File: src/rtl/psq_pkg.sv
package psq_pkg;

  typedef enum logic [2:0] {
    ST_IDLE,
    ST_PRE,
    ST_STEP,
    ST_POST,
    ST_U_ISO,
    ST_U_DRST,
    ST_U_CLK,
    ST_D_OFF
  } psq_state_e;

  function automatic int max3(int a, int b, int c);
    int m;
    m = (a > b) ? a : b;
    return (m > c) ? m : c;
  endfunction

endpackage

File: src/rtl/psq_timer.sv
module psq_timer #(
  parameter int CNT_W = 16
) (
  input  logic             clk,
  input  logic             rst_n,
  input  logic             tick,
  input  logic             load,
  input  logic [CNT_W-1:0] load_val,
  output logic             expired
);
  logic [CNT_W-1:0] cnt_q;

  always_ff @(posedge clk or negedge rst_n) begin
    if (!rst_n)                        cnt_q <= '0;
    else if (load)                     cnt_q <= load_val;
    else if (tick && cnt_q != '0)      cnt_q <= cnt_q - 1'b1;
  end

  assign expired = (cnt_q == '0);
endmodule

File: src/rtl/psq_mem_walker.sv
module psq_mem_walker #(
  parameter int MEM_W     = 32,
  parameter int NUM_BANKS = 3,
  parameter int MISC_W    = 8
) (
  input  logic                       clk,
  input  logic                       rst_n,
  input  logic                       start,
  input  logic                       step,
  input  logic                       level,
  input  logic                       all_banks,
  output logic                       finished,
  output logic [NUM_BANKS*MEM_W-1:0] mem_pd,
  output logic [MISC_W-1:0]          misc_pd
);
  localparam int PAIRS     = MEM_W / 2;
  localparam int PAIR_TOT  = NUM_BANKS * PAIRS;
  localparam int MAX_STEPS = PAIR_TOT + MISC_W;
  localparam int IDX_W     = $clog2(MAX_STEPS + 1);

  logic [IDX_W-1:0]           idx_q;
  logic [IDX_W-1:0]           bank_steps;
  logic [IDX_W-1:0]           misc_idx;
  logic                       in_banks;
  logic [NUM_BANKS*MEM_W-1:0] mem_q, mem_d;
  logic [MISC_W-1:0]          misc_q, misc_d;

  assign bank_steps = all_banks ? IDX_W'(PAIR_TOT) : IDX_W'(PAIR_TOT - PAIRS);
  assign in_banks   = (idx_q < bank_steps);
  assign misc_idx   = idx_q - bank_steps;
  assign finished   = (idx_q == bank_steps + IDX_W'(MISC_W));

  always_ff @(posedge clk or negedge rst_n) begin
    if (!rst_n)     idx_q <= '0;
    else if (start) idx_q <= '0;
    else if (step)  idx_q <= idx_q + 1'b1;
  end

  // One pair or one single bit moves per step; everything else holds.
  always_comb begin
    mem_d  = mem_q;
    misc_d = misc_q;
    if (step) begin
      for (int s = 0; s < PAIR_TOT; s++)
        if (in_banks && idx_q == IDX_W'(s)) mem_d[2*s +: 2] = {2{level}};
      for (int m = 0; m < MISC_W; m++)
        if (!in_banks && misc_idx == IDX_W'(m)) misc_d[m] = level;
    end
  end

  always_ff @(posedge clk or negedge rst_n) begin
    if (!rst_n) begin
      mem_q  <= '1;
      misc_q <= '1;
    end else begin
      mem_q  <= mem_d;
      misc_q <= misc_d;
    end
  end

  assign mem_pd  = mem_q;
  assign misc_pd = misc_q;
endmodule

File: src/rtl/psq_top.sv
module psq_top
  import psq_pkg::*;
#(
  parameter int MEM_W     = 32,
  parameter int NUM_BANKS = 3,
  parameter int MISC_W    = 8,
  parameter int T_LONG_US = 20,
  parameter int T_STEP_US = 5,
  parameter int T_OFF_US  = 20000
) (
  input  logic                       clk,
  input  logic                       rst_n,
  input  logic                       us_tick,
  input  logic                       three_bank_mode,
  input  logic                       cmd_up,
  input  logic                       cmd_down,
  output logic                       busy,
  output logic                       done,
  output logic                       dom_on,
  output logic                       pwr_sleep,
  output logic                       iso_en,
  output logic                       blk_rst,
  output logic                       clk_en,
  output logic [NUM_BANKS*MEM_W-1:0] mem_pd,
  output logic [MISC_W-1:0]          misc_pd
);
  localparam int CNT_W = $clog2(max3(T_LONG_US, T_STEP_US, T_OFF_US) + 1);

  psq_state_e       st_q, st_d;
  logic             dir_up_q, all_q;
  logic             sleep_q, iso_q, rst_q, clk_q, on_q, done_q;
  logic             want_up, want_dn, noop, accept;
  logic             tmr_load, tmr_exp;
  logic [CNT_W-1:0] tmr_val;
  logic             walk_start, walk_step, walk_fin;

  assign want_up = cmd_up;
  assign want_dn = cmd_down && !cmd_up;

  psq_timer #(.CNT_W(CNT_W)) u_timer (
    .clk(clk), .rst_n(rst_n), .tick(us_tick),
    .load(tmr_load), .load_val(tmr_val), .expired(tmr_exp)
  );

  psq_mem_walker #(.MEM_W(MEM_W), .NUM_BANKS(NUM_BANKS), .MISC_W(MISC_W)) u_walk (
    .clk(clk), .rst_n(rst_n), .start(walk_start), .step(walk_step),
    .level(!dir_up_q), .all_banks(all_q), .finished(walk_fin),
    .mem_pd(mem_pd), .misc_pd(misc_pd)
  );

  always_comb begin
    st_d       = st_q;
    tmr_load   = 1'b0;
    tmr_val    = '0;
    walk_start = 1'b0;
    walk_step  = 1'b0;
    noop       = 1'b0;
    accept     = 1'b0;
    unique case (st_q)
      ST_IDLE: begin
        if (want_up || want_dn) begin
          if (want_up ? on_q : !on_q) begin
            noop = 1'b1;
          end else begin
            accept     = 1'b1;
            tmr_load   = 1'b1;
            tmr_val    = CNT_W'(T_LONG_US);
            walk_start = 1'b1;
            st_d       = ST_PRE;
          end
        end
      end
      ST_PRE: begin
        if (tmr_exp) begin
          walk_step = 1'b1;
          tmr_load  = 1'b1;
          tmr_val   = CNT_W'(T_STEP_US);
          st_d      = ST_STEP;
        end
      end
      ST_STEP: begin
        if (tmr_exp) begin
          tmr_load = 1'b1;
          if (walk_fin) begin
            tmr_val = CNT_W'(T_LONG_US);
            st_d    = ST_POST;
          end else begin
            walk_step = 1'b1;
            tmr_val   = CNT_W'(T_STEP_US);
          end
        end
      end
      ST_POST: begin
        if (tmr_exp) begin
          if (dir_up_q) begin
            st_d = ST_U_ISO;
          end else begin
            tmr_load = 1'b1;
            tmr_val  = CNT_W'(T_OFF_US);
            st_d     = ST_D_OFF;
          end
        end
      end
      ST_U_ISO:  st_d = ST_U_DRST;
      ST_U_DRST: st_d = ST_U_CLK;
      ST_U_CLK:  st_d = ST_IDLE;
      ST_D_OFF:  if (tmr_exp) st_d = ST_IDLE;
    endcase
  end

  always_ff @(posedge clk or negedge rst_n) begin
    if (!rst_n) begin
      st_q     <= ST_IDLE;
      dir_up_q <= 1'b0;
      all_q    <= 1'b0;
      sleep_q  <= 1'b1;
      iso_q    <= 1'b1;
      rst_q    <= 1'b1;
      clk_q    <= 1'b0;
      on_q     <= 1'b0;
      done_q   <= 1'b0;
    end else begin
      st_q   <= st_d;
      done_q <= 1'b0;
      unique case (st_q)
        ST_IDLE: begin
          if (noop) begin
            done_q <= 1'b1;
          end else if (accept) begin
            dir_up_q <= want_up;
            all_q    <= three_bank_mode;
            if (want_up) sleep_q <= 1'b0;
            else         iso_q   <= 1'b1;
          end
        end
        ST_POST: begin
          if (tmr_exp) begin
            if (dir_up_q) rst_q   <= 1'b1;
            else          sleep_q <= 1'b1;
          end
        end
        ST_U_ISO:  iso_q <= 1'b0;
        ST_U_DRST: rst_q <= 1'b0;
        ST_U_CLK: begin
          clk_q  <= 1'b1;
          on_q   <= 1'b1;
          done_q <= 1'b1;
        end
        ST_D_OFF: begin
          if (tmr_exp) begin
            clk_q  <= 1'b0;
            on_q   <= 1'b0;
            done_q <= 1'b1;
          end
        end
        default: ;
      endcase
    end
  end

  assign busy      = (st_q != ST_IDLE);
  assign done      = done_q;
  assign dom_on    = on_q;
  assign pwr_sleep = sleep_q;
  assign iso_en    = iso_q;
  assign blk_rst   = rst_q;
  assign clk_en    = clk_q;
endmodule

File: config.mk
export PLATFORM = sky130hd
export DESIGN_NAME = psq_top
export DESIGN_NICKNAME = d
export VERILOG_FILES = /design/src/rtl/psq_pkg.sv /design/src/rtl/psq_timer.sv /design/src/rtl/psq_mem_walker.sv /design/src/rtl/psq_top.sv
export SDC_FILE = /design/constraint.sdc
export NUM_CORES = 1
export LEC_CHECK = 0
export BUFFER_PORTS_ARGS = -buffer_cell sky130_fd_sc_hd__buf_4
export CORE_UTILIZATION = 45
export DETAILED_ROUTE_END_ITERATION = 7
export GPL_TIMING_DRIVEN = 0
export MAX_ROUTING_LAYER = met4
export PLACE_DENSITY = 0.71
export SLEW_MARGIN = 20
export SYNTH_ARGS = -nofsm -noshare
export SYNTH_HDL_FRONTEND = slang
export SYNTH_HIERARCHICAL = 1
export SYNTH_SLANG_ARGS = --single-unit
File: constraint.sdc
create_clock -name clk -period 3.15 [get_ports clk]
set_input_delay 0.63 -clock clk [delete_from_list [all_inputs] [get_ports clk]]
set_output_delay 0.63 -clock clk [all_outputs]
set_load 0.05 [all_outputs]
; After elaboration in Yosys (flattened, before gate mapping)
; Cells that the tools add are included.
[classes]
magnitude_cmp = 1
muxes = 53
bitwise_logic = 1
reduce_logical = 138
eq_ne = 75
addsub = 4
[op_table]
columns = op, n
row1 = $reduce_and 2->1, 57
row2 = $eq 6x5->1 const B, 16
row3 = $eq 6x6->1 const B, 16
row4 = $mux 15, 4
row5 = $pmux 15 s4, 1
row6 = $logic_and 1x1->1, 58
row7 = $eq 6x3->1 const B, 8
row8 = $eq 6x4->1 const B, 8
row9 = $mux 5, 5
row10 = $eq 6x2->1 const B, 4
row11 = $mux 1, 24
row12 = $mux 3, 8
row13 = $ne 2x2->1 const B, 12
row14 = $pmux 3 s8, 1
row15 = $logic_not 15->1, 1
row16 = $reduce_bool 15->1, 1
row17 = $sub 15x1->15 const B, 1
row18 = $eq 3x3->1 const B, 4
row19 = $eq 6x1->1 const B, 2
row20 = $logic_not 6->1, 2
row21 = $mux 6, 2
row22 = $reduce_bool 2->1, 6
row23 = $pmux 1 s2, 5
row24 = $reduce_and 7->1, 1
row25 = 19 further kinds, 25
[totals]
output_inout_bits = 111
in_bits = 6
register_bits = 87
elab_cells = 338

; Depth between registers and ports, before layout
; Gate-level depths: netlist of the first run.
[logic_depth]
depth_word = 8
ltp_mapped = 12
depth_no_buf = 9

; By module
; The synthesis of the first run kept the hierarchy.
[by_module_without_submodules]
columns = module, cells_per_inst, n_inst, seq_area_each_um2, area_per_inst_um2
row1 = psq_mem_walker, 292, 1, 1621.6, 3315.7
row2 = psq_timer, 101, 1, 375.4, 930.9
row3 = psq_top, 80, 1, 254.0, 701.9

; Worst setup path before layout of the first run
; OpenSTA, ideal clock, no wires.
[synth_timing]
kind = register to register
start = register u_timer.cnt_q[7]
end = register, netlist name u_walk/mem_pd[20]
required_ps = 3068
n_path_buf = 2
stages_incl_launch_ff = 10
arrival_ps = 2495
synth_period_minus_slack_ps = 2577
setup_slack_ps = 573
cell_sequence = dfrtp_1 nor4_4 nand2_4 nor2_1 buf_2 and3_1 or4b_4 buf_6 nor2_1 mux2_2
[synth_via]
elab_chain_len = 4
[synth_lines]
columns = item, line_no
row1 = start: declaration, psq_timer.sv:11  ; logic [CNT_W-1:0] cnt_q;
row2 = start signal: assignment, psq_timer.sv:15  ; else if (load) cnt_q <= load_val;
row3 = start signal: assignment, psq_timer.sv:16  ; else if (tick && cnt_q != '0) cnt_q <= cnt_q - 1'b1;
row4 = $logic_not 15->1 *, psq_timer.sv:19  ; assign expired = (cnt_q == '0);
row5 = named net tmr_exp, psq_top.sv:33  ; logic tmr_load, tmr_exp;
row6 = "$mux 1, on equally long branches", "psq_top.sv:82, psq_top.sv:74"
row7 = $pmux 1 s2 *, psq_top.sv:59  ; unique case (st_q)
row8 = named net walk_step, psq_top.sv:35  ; logic walk_start, walk_step, walk_fin;
row9 = $reduce_and 2->1 (no source line) *, n/a
; Mark *: on every way through the listed nets, which the timed path passes. The rest lies on a longest branch.
; A chain may end at the register's enable or synchronous reset.

; Worst setup path after layout of the first run
[layout_timing]
start = register u_timer.cnt_q[10]
end = register, netlist name u_walk/mem_pd[30]
[layout_via]
elab_chain_len = 4
[layout_lines]
columns = item, line_no
row1 = $logic_not 15->1 *, psq_timer.sv:19
row2 = named net tmr_exp, psq_top.sv:33
row3 = "$mux 1, on equally long branches", "psq_top.sv:82, psq_top.sv:74"
row4 = $pmux 1 s2 *, psq_top.sv:59
row5 = named net walk_step, psq_top.sv:35
row6 = $reduce_and 2->1 (no source line) *, n/a
; Marked as above.

==> impl_metrics.tcl, run 1 <==
set metrics [dict create \
    track_usage_pct 20.4 \
    dp_hpwl_um 8000 \
    power.switching_fraction_pct 35.7 \
    finalWorstSetupSlack_ns 0.169 \
    clk_transition_reported_paths_ns 0.09 \
    cpPeakStageDelay_ns 0.44 \
    yosysTopAreaCellShare_pct 31.3 \
    ys.warnings.count 6 \
    grt_max_degree 88 \
    worst_setup_slack_before_clock_tree_synthesis_ns -0.0286 \
    cellPowerDensity_nw_per_um2 527 \
    run_status "completed" \
    worstMarginPinSlew_ns 0.935 \
    worstPathRequired_ns 3.44 \
    fp-row-count 37 \
    setup.worst_path.end_class "register" \
    setup_viol 0 \
    maxSlewHeadroom_pct 37.1 \
    finish.net_count 619 \
    slew_viol_final 0 \
    timing.critical_path.buf_inv 2 \
    max_freq_ghz 0.335 \
    finalCoreUtilization_pct 59.6 \
    async_flop_share_pct 100 \
    vdd_drop_max_mv 0.360 \
    fin_tns_setup_ns 0 \
    flow.area_growth_from_synthesis_pct 26.6 \
    tritoncts "built" \
    largest_family_of_logic_cells_by_synthesized_area "simple AND/OR/NAND/NOR gates" \
    seq_cells_post_synth 87 \
    cell_internal_pwr_mw 2.12 \
    globalplace.congestion 0.865 \
    num_antenna_cells 0 \
    yosys.area_share.simple_pct 17.3 \
    dr.pass1.iters 6 \
    post_synth_instance_area_um2 4950 \
    first_pass_grt_wire_length_um 18000 \
    core-area_um2 10500 \
    cts_max_path_buffers 2 \
    yosys-top-cells-count "sky130_fd_sc_hd__dfstp_2 (59), sky130_fd_sc_hd__mux2_2 (53), sky130_fd_sc_hd__nor2_1 (52)" \
    detail_route.iter0.violations 176 \
    hold_class "in2async" \
    worstSkewPairLatency_ns 0.36 \
    syn-instance-count 473 \
    design.portCount 117 \
    synth-compound-area-share_pct 7.76 \
    synth.most_common_cell "sky130_fd_sc_hd__dfstp_2" \
    port_buffers 116 \
    h-tree-depth 3 \
    die-area_um2 11400 \
    grt_overflow_total 0 \
    p_leak_nw 2.87 \
    layout-drive-gt1-share_pct 52.7 \
    synth_top_flop_cell "sky130_fd_sc_hd__dfstp_2" \
    worst-path-max-fanout 10 \
    routed_via_density 5.09 \
    die-height_um 107 \
    cp_data_arrival_time_ns 3.28 \
    critPathSlowestCell "sky130_fd_sc_hd__dfrtp_1" \
    worst_path_dominant_cell_family "simple AND/OR/NAND/NOR gates" \
    number_of_failing_hold_endpoints_at_the_final_stage 0 \
    wire_per_inst_um 14.6 \
    power_frac_clock_pct 26.5 \
    synth.area.mux_share_pct 14.1 \
    seq_power_share_pct 43.9 \
    post-cts-setup-buffer-count 0 \
    routed-via-count 3799 \
    grt_pass1_vias 3616 \
    timing.critical_path.cells "nor3_4, nand3_2, nor2_2, buf_2, and3_1, buf_2, nand4_1, nor4_1, mux2_2" \
    net-switching-power_mw 1.18 \
    root_buffer "sky130_fd_sc_hd__clkbuf_8" \
    max-cap-violations 0 \
    comb_power_share_pct 29.5 \
    synthesized_area_per_cell_um2 10.5 \
    yosys.cell_types.count 61 \
    synthXorXnorAreaFrac_pct 2.48 \
    seq_area_frac_synth_pct 45.5 \
    post_synth_main_area_contributors "sky130_fd_sc_hd__dfstp_2 (31%), sky130_fd_sc_hd__dfrtp_1 (14%), sky130_fd_sc_hd__mux2_2 (12%), sky130_fd_sc_hd__buf_4 (7.6%), sky130_fd_sc_hd__nor2_1 (3.9%)" \
    ant_nets 0 \
    total_drc_errors_in_the_routed_layout 0 \
    critical_path.startpoint_type "register" \
    routed_wl_um 10900 \
    finClkSkew_ns 0.00925 \
    grt_setup_unrepaired "yes" \
    cpMostUsedCell "sky130_fd_sc_hd__buf_2" \
    r2r_slack_ns 0.17 \
    design_area_um2 6260 \
    synth-edff-count 0 \
    post-route-period-util_pct 94.6 \
    antenna_found_initial 0 \
    synth_area_leader_cell "sky130_fd_sc_hd__dfstp_2" \
    finalWorstPathRequiredPeriod_ns 2.98 \
    die-width_um 107 \
    start_util_pct 47.1 \
    setup.worst_path.class "reg2reg" \
    clock_sinks 87 \
    synthAdderAreaFrac_pct 1.77 \
    cts-buffers-inserted 9 \
    placed_cell_area_um2 6010 \
]
## per-stage QoR
step | instances | power (mW) | hold WS (ns)
floorplan | 479 | 2.16 | 0.334
finish | 747 | 3.30 | 0.310
global placement | 731 | 2.38 | 0.466
detailed placement | 731 | 2.42 | 0.476
CTS | 747 | 3.31 | 0.488
global route | 747 | 3.50 | 0.390
## registers in the layout, indices dropped and copies added (netlist names), 3 cells and up
| register | flops |
|---|---|
| u_walk/mem_pd | 48 |
| u_walk/misc_pd | 8 |
| u_walk/idx_q | 6 |
| st_q | 3 |
| u_timer/cnt_q | 15 |
## what timing repair did
action	4_1_cts	5_1_grt
hold buffers	0	0
endpoints found under the setup margin	4	25
resized for setup	2	5
## power groups by stage
| stage | Combinational, mW | Clock (mW) | Sequential, mW |
|---|---|---|---|
| 2_1_floorplan | 0.691 | 0 | 1.47 |
| 3_3_place_gp | 0.929 | 0 | 1.45 |
| 3_5_place_dp | 0.963 | 0 | 1.46 |
| 4_1_cts | 0.965 | 0.902 | 1.44 |
| 5_1_grt | 1.08 | 0.945 | 1.47 |
| 6_report | 0.975 | 0.876 | 1.45 |
## worst paths after layout
path | depth (start not counted) | end | startpoint
worst max-delay path | 9 | u_walk/mem_pd[30] | u_timer/cnt_q[10]
worst min register to register | 2 | blk_rst | blk_rst
worst min-delay path | 1 | u_walk/idx_q[3] | rst_n
max in group asynchronous | 1 | u_timer/cnt_q[7] | rst_n
min in group clk | 2 | blk_rst | blk_rst
worst max register to register | 9 | u_walk/mem_pd[30] | u_timer/cnt_q[10]
## routing by layer
| metal | global-route usage (%) | vias up | wire length, um |
|---|---|---|---|
| li1 | - | 1843 | - |
| met1 | 26.1 | 1822 | 4740 |
| met4 | 7.05 | 0 | 131 |
| met2 | 33.5 | 124 | 5480 |
| met5 | - | - | 0 |
| met3 | 2.74 | 10 | 562 |
## logic make-up (layout without fill, tap and decap cells)
kind of cell,after synthesis,in the layout
AO/OA/AOI/OAI,59,59
XOR/XNOR,14,14
adder cells (fa/ha/maj),7,7
buffers and inverters,89,221
flip-flops,87,87
multiplexers,62,62
other,1,7
AND/OR/NAND/NOR,154,154
## cell usage in the layout, fill, tap and decap left out, types with 3 or more instances in the layout
cell type                   instances
sky130_fd_sc_hd__a211oi_1           4
sky130_fd_sc_hd__a21oi_1           11
sky130_fd_sc_hd__buf_2             10
sky130_fd_sc_hd__buf_4            165
sky130_fd_sc_hd__buf_6              3
sky130_fd_sc_hd__clkbuf_1          10
sky130_fd_sc_hd__clkbuf_2           3
sky130_fd_sc_hd__clkbuf_8          10
sky130_fd_sc_hd__conb_1             7
sky130_fd_sc_hd__dfrtp_1           28
sky130_fd_sc_hd__dfstp_2           59
sky130_fd_sc_hd__ha_1               7
sky130_fd_sc_hd__inv_1             14
sky130_fd_sc_hd__mux2_1             7
sky130_fd_sc_hd__mux2_2            53
sky130_fd_sc_hd__nand2_1           38
sky130_fd_sc_hd__nand2b_1           5
sky130_fd_sc_hd__nand3_1            7
sky130_fd_sc_hd__nand3b_1          10
sky130_fd_sc_hd__nand4_1            3
sky130_fd_sc_hd__nand4bb_1          3
sky130_fd_sc_hd__nor2_1            51
sky130_fd_sc_hd__nor3_1             3
sky130_fd_sc_hd__nor3b_1            6
sky130_fd_sc_hd__nor4_1             4
sky130_fd_sc_hd__nor4b_2            3
sky130_fd_sc_hd__o21ai_0           11
sky130_fd_sc_hd__o21ai_1           11
sky130_fd_sc_hd__or3_1              3
sky130_fd_sc_hd__xnor2_1            8
sky130_fd_sc_hd__xor2_1             6
## cell type report
type / instances / area (um2)
Multi-Input combinational cell: 303 / 2190
Fill cell: 906 / 4250
Buffer: 75 / 500
Timing Repair Buffer: 116 / 875
Tap cell: 136 / 170
Sequential cell: 87 / 2250
Clock inverter: 6 / 91.3
Clock buffer: 10 / 138
Inverter: 14 / 52.6
No activity file was read; power rests on OpenSTA's default activity.
==> run 2, diff against run 1 <==
--- a/config.mk
+++ b/config.mk
@@ -6,11 +6,11 @@
 export NUM_CORES = 1
 export LEC_CHECK = 0
 export BUFFER_PORTS_ARGS = -buffer_cell sky130_fd_sc_hd__buf_4
-export CORE_UTILIZATION = 45
+export CORE_UTILIZATION = 40
 export DETAILED_ROUTE_END_ITERATION = 7
 export GPL_TIMING_DRIVEN = 0
 export MAX_ROUTING_LAYER = met4
-export PLACE_DENSITY = 0.71
+export PLACE_DENSITY = 0.64
 export SLEW_MARGIN = 20
 export SYNTH_ARGS = -nofsm -noshare
 export SYNTH_HDL_FRONTEND = slang
==> constraint.sdc (replaced) <==
create_clock -name clk -period 3 [get_ports clk]
set_input_delay 0.6 -clock clk [delete_from_list [all_inputs] [get_ports clk]]
set_output_delay 0.6 -clock clk [all_outputs]
set_load 0.05 [all_outputs]
==> impl_metrics.tcl, run 2 (same netlist as run 1, synthesis figures left out) <==
set metrics [dict create \
    design_area_um2 6370 \
    timing.critical_path.from "u_timer/cnt_q[4]" \
    cts_max_path_buffers 2 \
    first_pass_grt_wire_length_um 18300 \
    r2r_slack_ns 0.14 \
    hold_class "in2async" \
    vdd_drop_max_mv 0.330 \
    worst-path-max-fanout 10 \
    setup_viol 0 \
    slew_viol_final 0 \
    finish.net_count 622 \
    dp_cells 742 \
    maxSlewHeadroom_pct 35.9 \
    die-area_um2 12800 \
    routed_via_density 4.98 \
    critical_path.reg2reg.startpoint "u_timer/cnt_q[4]" \
    cellPowerDensity_nw_per_um2 574 \
    max-cap-violations 0 \
    placed_cell_area_um2 6030 \
    h-tree-depth 3 \
    num_antenna_cells 0 \
    detail_route.iter0.violations 127 \
    number_of_failing_hold_endpoints_at_the_final_stage 0 \
    met3_wirelength_um 452 \
    worstSkewPairLatency_ns 0.34 \
    dr.pass1.iters 4 \
    critical_path.startpoint_type "register" \
    wire_per_inst_um 14.8 \
    grt_overflow_total 0 \
    finalWorstPathRequiredPeriod_ns 2.86 \
    drt-met1-wl_um 5000 \
    root_buffer "sky130_fd_sc_hd__clkbuf_16" \
    ant_nets 0 \
    total_drc_errors_in_the_routed_layout 0 \
    port_buffers 116 \
    die-height_um 113 \
    routed_wl_um 11200 \
    filler_cell_count 1098 \
    design.portCount 117 \
    clk_transition_reported_paths_ns 0.07 \
    core-area_um2 12000 \
    routed-via-count 3789 \
    start_util_pct 41.2 \
    die-width_um 113 \
    grt_pass1_vias 3581 \
    p_leak_nw 2.91 \
    clock_sinks 87 \
    layout.cells.most_common_list "sky130_fd_sc_hd__buf_4 (168), sky130_fd_sc_hd__dfstp_2 (59), sky130_fd_sc_hd__mux2_2 (53), sky130_fd_sc_hd__nor2_1 (51), sky130_fd_sc_hd__nand2_1 (38)" \
    fp-row-count 40 \
    antenna_found_initial 0 \
    cts-buffers-inserted 9 \
    setup.worst_path.class "reg2reg" \
    most_frequent_standard_cell_in_the_layout_excluding_fill_and_tap_cells "sky130_fd_sc_hd__buf_4" \
    wl_met2_um 5700 \
    finClkSkew_ns 0.0115 \
    design_power_total_mw 3.66 \
    finalWorstSetupSlack_ns 0.136 \
    maxUsedRoutingLayer "met4" \
    track_usage_pct 18.6 \
    post-route-period-util_pct 95.5 \
    worstPathRequired_ns 3.28 \
    largest_register_ff_count 48 \
    grt_max_degree 88 \
    worst_setup_slack_before_clock_tree_synthesis_ns -0.138 \
    reg2reg_depth 9 \
    setup.worst_path.end_class "register" \
    dp_hpwl_um 8170 \
    flow.area_growth_from_synthesis_pct 28.7 \
    max_freq_ghz 0.349 \
    finalNonFillerCells 761 \
    run_status "completed" \
    fin_tns_setup_ns 0 \
    tritoncts "built" \
    globalplace.congestion 0.879 \
    cp_data_arrival_time_ns 3.14 \
    layout-drive-gt1-share_pct 53.3 \
    worstMarginPinSlew_ns 0.952 \
]
-- run 2: changes by cell type in the layout (fill, tap and decap cells not counted), moves of 2 or more --
| cell | change |
|---|---|
| sky130_fd_sc_hd__clkbuf_8 | -10 |
| sky130_fd_sc_hd__clkbuf_16 | +9 |
| sky130_fd_sc_hd__buf_4 | +3 |
| sky130_fd_sc_hd__inv_6 | +3 |
| sky130_fd_sc_hd__bufinv_16 | -2 |
-- run 2: where the power goes --
part	internal, mW	switching [mW]
Sequential	1.33	0.195
Combinational	0.419	0.630
Clock	0.580	0.503
Total	2.33	1.33
-- run 2: through the flow --
stage          util, %  hold WS, ns
6_report          53.0        0.323
5_1_grt           53.0        0.396
4_1_cts           52.6        0.481
3_5_place_dp      50.2        0.470
3_3_place_gp      50.2        0.467
2_1_floorplan        -        0.304
-- run 2: worst paths after layout --
path / endpoint
worst min-delay path: u_walk/idx_q[3]
worst min register to register: blk_rst
min in group clk: blk_rst
max in group asynchronous: u_walk/idx_q[5]
worst max-delay path: u_walk/mem_pd[30]
worst max register to register: u_walk/mem_pd[30]
-- run 2: critical path, cell delays in order (launching register included) --
cell and delay (ns):
sky130_fd_sc_hd__dfrtp_1 0.46, sky130_fd_sc_hd__nor4_4 0.37, sky130_fd_sc_hd__nand2_4 0.14, sky130_fd_sc_hd__nor2_2 0.18
sky130_fd_sc_hd__buf_2 0.22, sky130_fd_sc_hd__and3_2 0.26, sky130_fd_sc_hd__buf_2 0.23, sky130_fd_sc_hd__nand4_1 0.27
sky130_fd_sc_hd__nor4_1 0.30, sky130_fd_sc_hd__mux2_2 0.37
-- run 2: cell type report --
cell class	count	area, um2	area share [%]
clock inverter	7	60.1	0.943
tap	147	184	2.89
sequential	87	2250	35.3
inverter	14	52.6	0.825
clock buffer	9	225	3.53
multi-input combinational	303	2200	34.5
timing repair buffer	119	897	14.1
buffer	75	500	7.86
-- run 2: per-layer routing --
layer  global-route usage (%)  vias up
met5                        -        -
met4                     6.40        0
met3                     2.46        6
met2                     30.6       96
met1                     23.5     1834
li1                         -     1853
-- run 2: repair_timing --
action,CTS,global route
hold buffers,0,0
pin swaps,0,1
gates cloned,0,0
endpoints found under the setup margin,15,26
buffers inserted,0,3
gates resized for setup,4,5
==> run 3, diff against run 2 <==
--- a/config.mk
+++ b/config.mk
@@ -5,12 +5,12 @@
 export SDC_FILE = /design/constraint.sdc
 export NUM_CORES = 1
 export LEC_CHECK = 0
-export BUFFER_PORTS_ARGS = -buffer_cell sky130_fd_sc_hd__buf_4
+export BUFFER_PORTS_ARGS = -buffer_cell sky130_fd_sc_hd__buf_2
 export CORE_UTILIZATION = 40
 export DETAILED_ROUTE_END_ITERATION = 7
 export GPL_TIMING_DRIVEN = 0
 export MAX_ROUTING_LAYER = met4
-export PLACE_DENSITY = 0.64
+export PLACE_DENSITY_LB_ADDON = 0.25
 export SLEW_MARGIN = 20
 export SYNTH_ARGS = -nofsm -noshare
 export SYNTH_HDL_FRONTEND = slang
==> impl_metrics.tcl, run 3 (same netlist as run 1, synthesis figures left out) <==
set metrics [dict create \
    number_of_failing_hold_endpoints_at_the_final_stage 0 \
    dp_hpwl_um 8120 \
    most_frequent_standard_cell_in_the_layout_excluding_fill_and_tap_cells "sky130_fd_sc_hd__buf_2" \
    layout-drive-gt1-share_pct 53.2 \
    tritoncts "built" \
    grt_pass1_vias 3553 \
    finClkSkew_ns 0.00324 \
    critical_path.reg2reg.startpoint "u_timer/cnt_q[9]" \
    slew_viol_final 0 \
    max_freq_ghz 0.349 \
    num_antenna_cells 0 \
    design.portCount 117 \
    timing.critical_path.buf_inv 2 \
    finish.net_count 623 \
    setup_viol 0 \
    routed_via_density 5.06 \
    timing.critical_path.from "u_timer/cnt_q[9]" \
    worstSkewPairLatency_ns 0.34 \
    multi_input_area_um2 2220 \
    post-route-period-util_pct 95.5 \
    filler_cell_count 1096 \
    routed-via-count 3855 \
    h-tree-depth 3 \
    start_util_pct 41.2 \
    antenna_found_initial 0 \
    setup.worst_path.end_class "register" \
    fp-row-count 40 \
    cellPowerDensity_nw_per_um2 612 \
    die-area_um2 12800 \
    reg2reg_depth 9 \
    grt_overflow_total 0 \
    wire_per_inst_um 14.8 \
    finalCoreUtilization_pct 51.2 \
    first_pass_grt_wire_length_um 18200 \
    area.sequential_um2 2250 \
    clk_transition_reported_paths_ns 0.06 \
    vdd_drop_max_mv 0.418 \
    worst-path-max-fanout 10 \
    detail_route.iter0.violations 169 \
    routed_wl_um 11300 \
    core-area_um2 12000 \
    die-height_um 113 \
    globalplace.congestion 0.875 \
    cts-buffers-inserted 9 \
    layout.cells.most_common_list "sky130_fd_sc_hd__buf_2 (124), sky130_fd_sc_hd__dfstp_2 (59), sky130_fd_sc_hd__buf_4 (54), sky130_fd_sc_hd__mux2_2 (53), sky130_fd_sc_hd__nor2_1 (51)" \
    root_buffer "sky130_fd_sc_hd__clkbuf_16" \
    r2r_slack_ns 0.14 \
    p_leak_nw 2.95 \
    grt_setup_unrepaired "no" \
    cpPeakStageDelay_ns 0.48 \
    timing.critical_path.cells "nor4_4, nand2_4, nor2_2, buf_2, and3_2, or4b_4, buf_6, nor2_1, mux2_1" \
    port_buffers 116 \
    worst_path_dominant_cell_family "simple AND/OR/NAND/NOR gates" \
    max-cap-violations 0 \
    worstMarginPinSlew_ns 0.944 \
    track_usage_pct 18.6 \
    hold_class "in2async" \
    die-width_um 113 \
    ant_nets 0 \
    cts-hold-fix-buffers 0 \
    largest_register_ff_count 48 \
    worstPathRequired_ns 3.26 \
    critPathSlowestCell "sky130_fd_sc_hd__or4b_4" \
    flow.area_growth_from_synthesis_pct 24.4 \
    design_power_total_mw 3.77 \
    critical_path.startpoint_type "register" \
    setup.worst_path.class "reg2reg" \
    grt_max_degree 55 \
    total_drc_errors_in_the_routed_layout 0 \
    run_status "completed" \
    cp_data_arrival_time_ns 3.13 \
    finalWorstPathRequiredPeriod_ns 2.86 \
    maxSlewHeadroom_pct 36.5 \
    clock_sinks 87 \
    dr.pass1.iters 5 \
    cts_max_path_buffers 2 \
    critical_path.reg2reg.endpoint "u_walk/mem_pd[22]" \
]
run 3: cell count changes in the layout (fill, tap and decap cells not counted), moves of 2 or more:
| cell | previous run | this run |
|---|---|---|
| sky130_fd_sc_hd__clkinv_2 | 0 | 2 |
| sky130_fd_sc_hd__buf_4 | 168 | 54 |
| sky130_fd_sc_hd__bufinv_16 | 0 | 2 |
| sky130_fd_sc_hd__buf_2 | 10 | 124 |
| sky130_fd_sc_hd__clkbuf_1 | 10 | 12 |
| sky130_fd_sc_hd__inv_6 | 4 | 0 |
run 3: worst max-delay path by stage:
| stage | slack [ns] | to | depth (start not counted) |
|---|---|---|---|
| after floorplan | 0.42 | u_walk/mem_pd[20] | 9 |
| after global placement | -0.12 | u_timer/cnt_q[10] | 10 |
| after detailed placement | -0.13 | u_timer/cnt_q[0] | 10 |
| after CTS | 0.01 | u_walk/mem_pd[94] | 9 |
| after global routing | 0.04 | u_walk/mem_pd[22] | 9 |
| final | 0.14 | u_walk/mem_pd[22] | 9 |
run 3: through the flow:
step	setup slack, ns	instance area (um2)	setup TNS (ns)	hold slack [ns]	std cells
finish	0.135	6160	0	0.212	762
global route	0.0366	6160	0	0.244	762
CTS	0.0135	6100	0	0.219	759
detailed placement	-0.129	5770	-1.10	0.463	743
global placement	-0.115	5740	-1.06	0.464	742
floorplan	0.423	4970	0	0.304	479
run 3: cell type report:
class,count,share of cell area (%)
clock buffers,12,4.00
plain buffers,75,8.17
inverters,14,0.854
clock inverters,4,1.14
well taps,147,2.99
multi-input cells,303,36.0
repair buffers,120,10.3
flip-flops and latches,87,36.6
run 3: what timing repair did:
action | CTS | global route
resized for setup | 5 | 8
setup endpoints to repair | 15 | 28
pin swaps | 0 | 2
buffers inserted | 0 | 3
run 3: worst reg2reg max path, stage by stage (launching register included):
cell and delay (ns):
sky130_fd_sc_hd__dfrtp_1 0.42, sky130_fd_sc_hd__nor4_4 0.39, sky130_fd_sc_hd__nand2_4 0.16, sky130_fd_sc_hd__nor2_2 0.19, sky130_fd_sc_hd__buf_2 0.23, sky130_fd_sc_hd__and3_2 0.27, sky130_fd_sc_hd__or4b_4 0.48, sky130_fd_sc_hd__buf_6 0.16
sky130_fd_sc_hd__nor2_1 0.13, sky130_fd_sc_hd__mux2_1 0.36
run 3: report_power, final:
group | total [mW] | switching [mW] | leakage (nW) | internal [mW]
Sequential | 1.53 | 0.192 | 0.965 | 1.33
Clock | 1.20 | 0.446 | 0.157 | 0.750
Combinational | 1.05 | 0.642 | 1.83 | 0.404
run 3: routing by layer:
layer	routed length, um	global-route usage (%)	up-vias
met4	135	6.23	0
li1	-	-	1855
met3	497	4.02	12
met2	5420	29.8	119
met5	0	-	-
met1	5250	23.4	1869
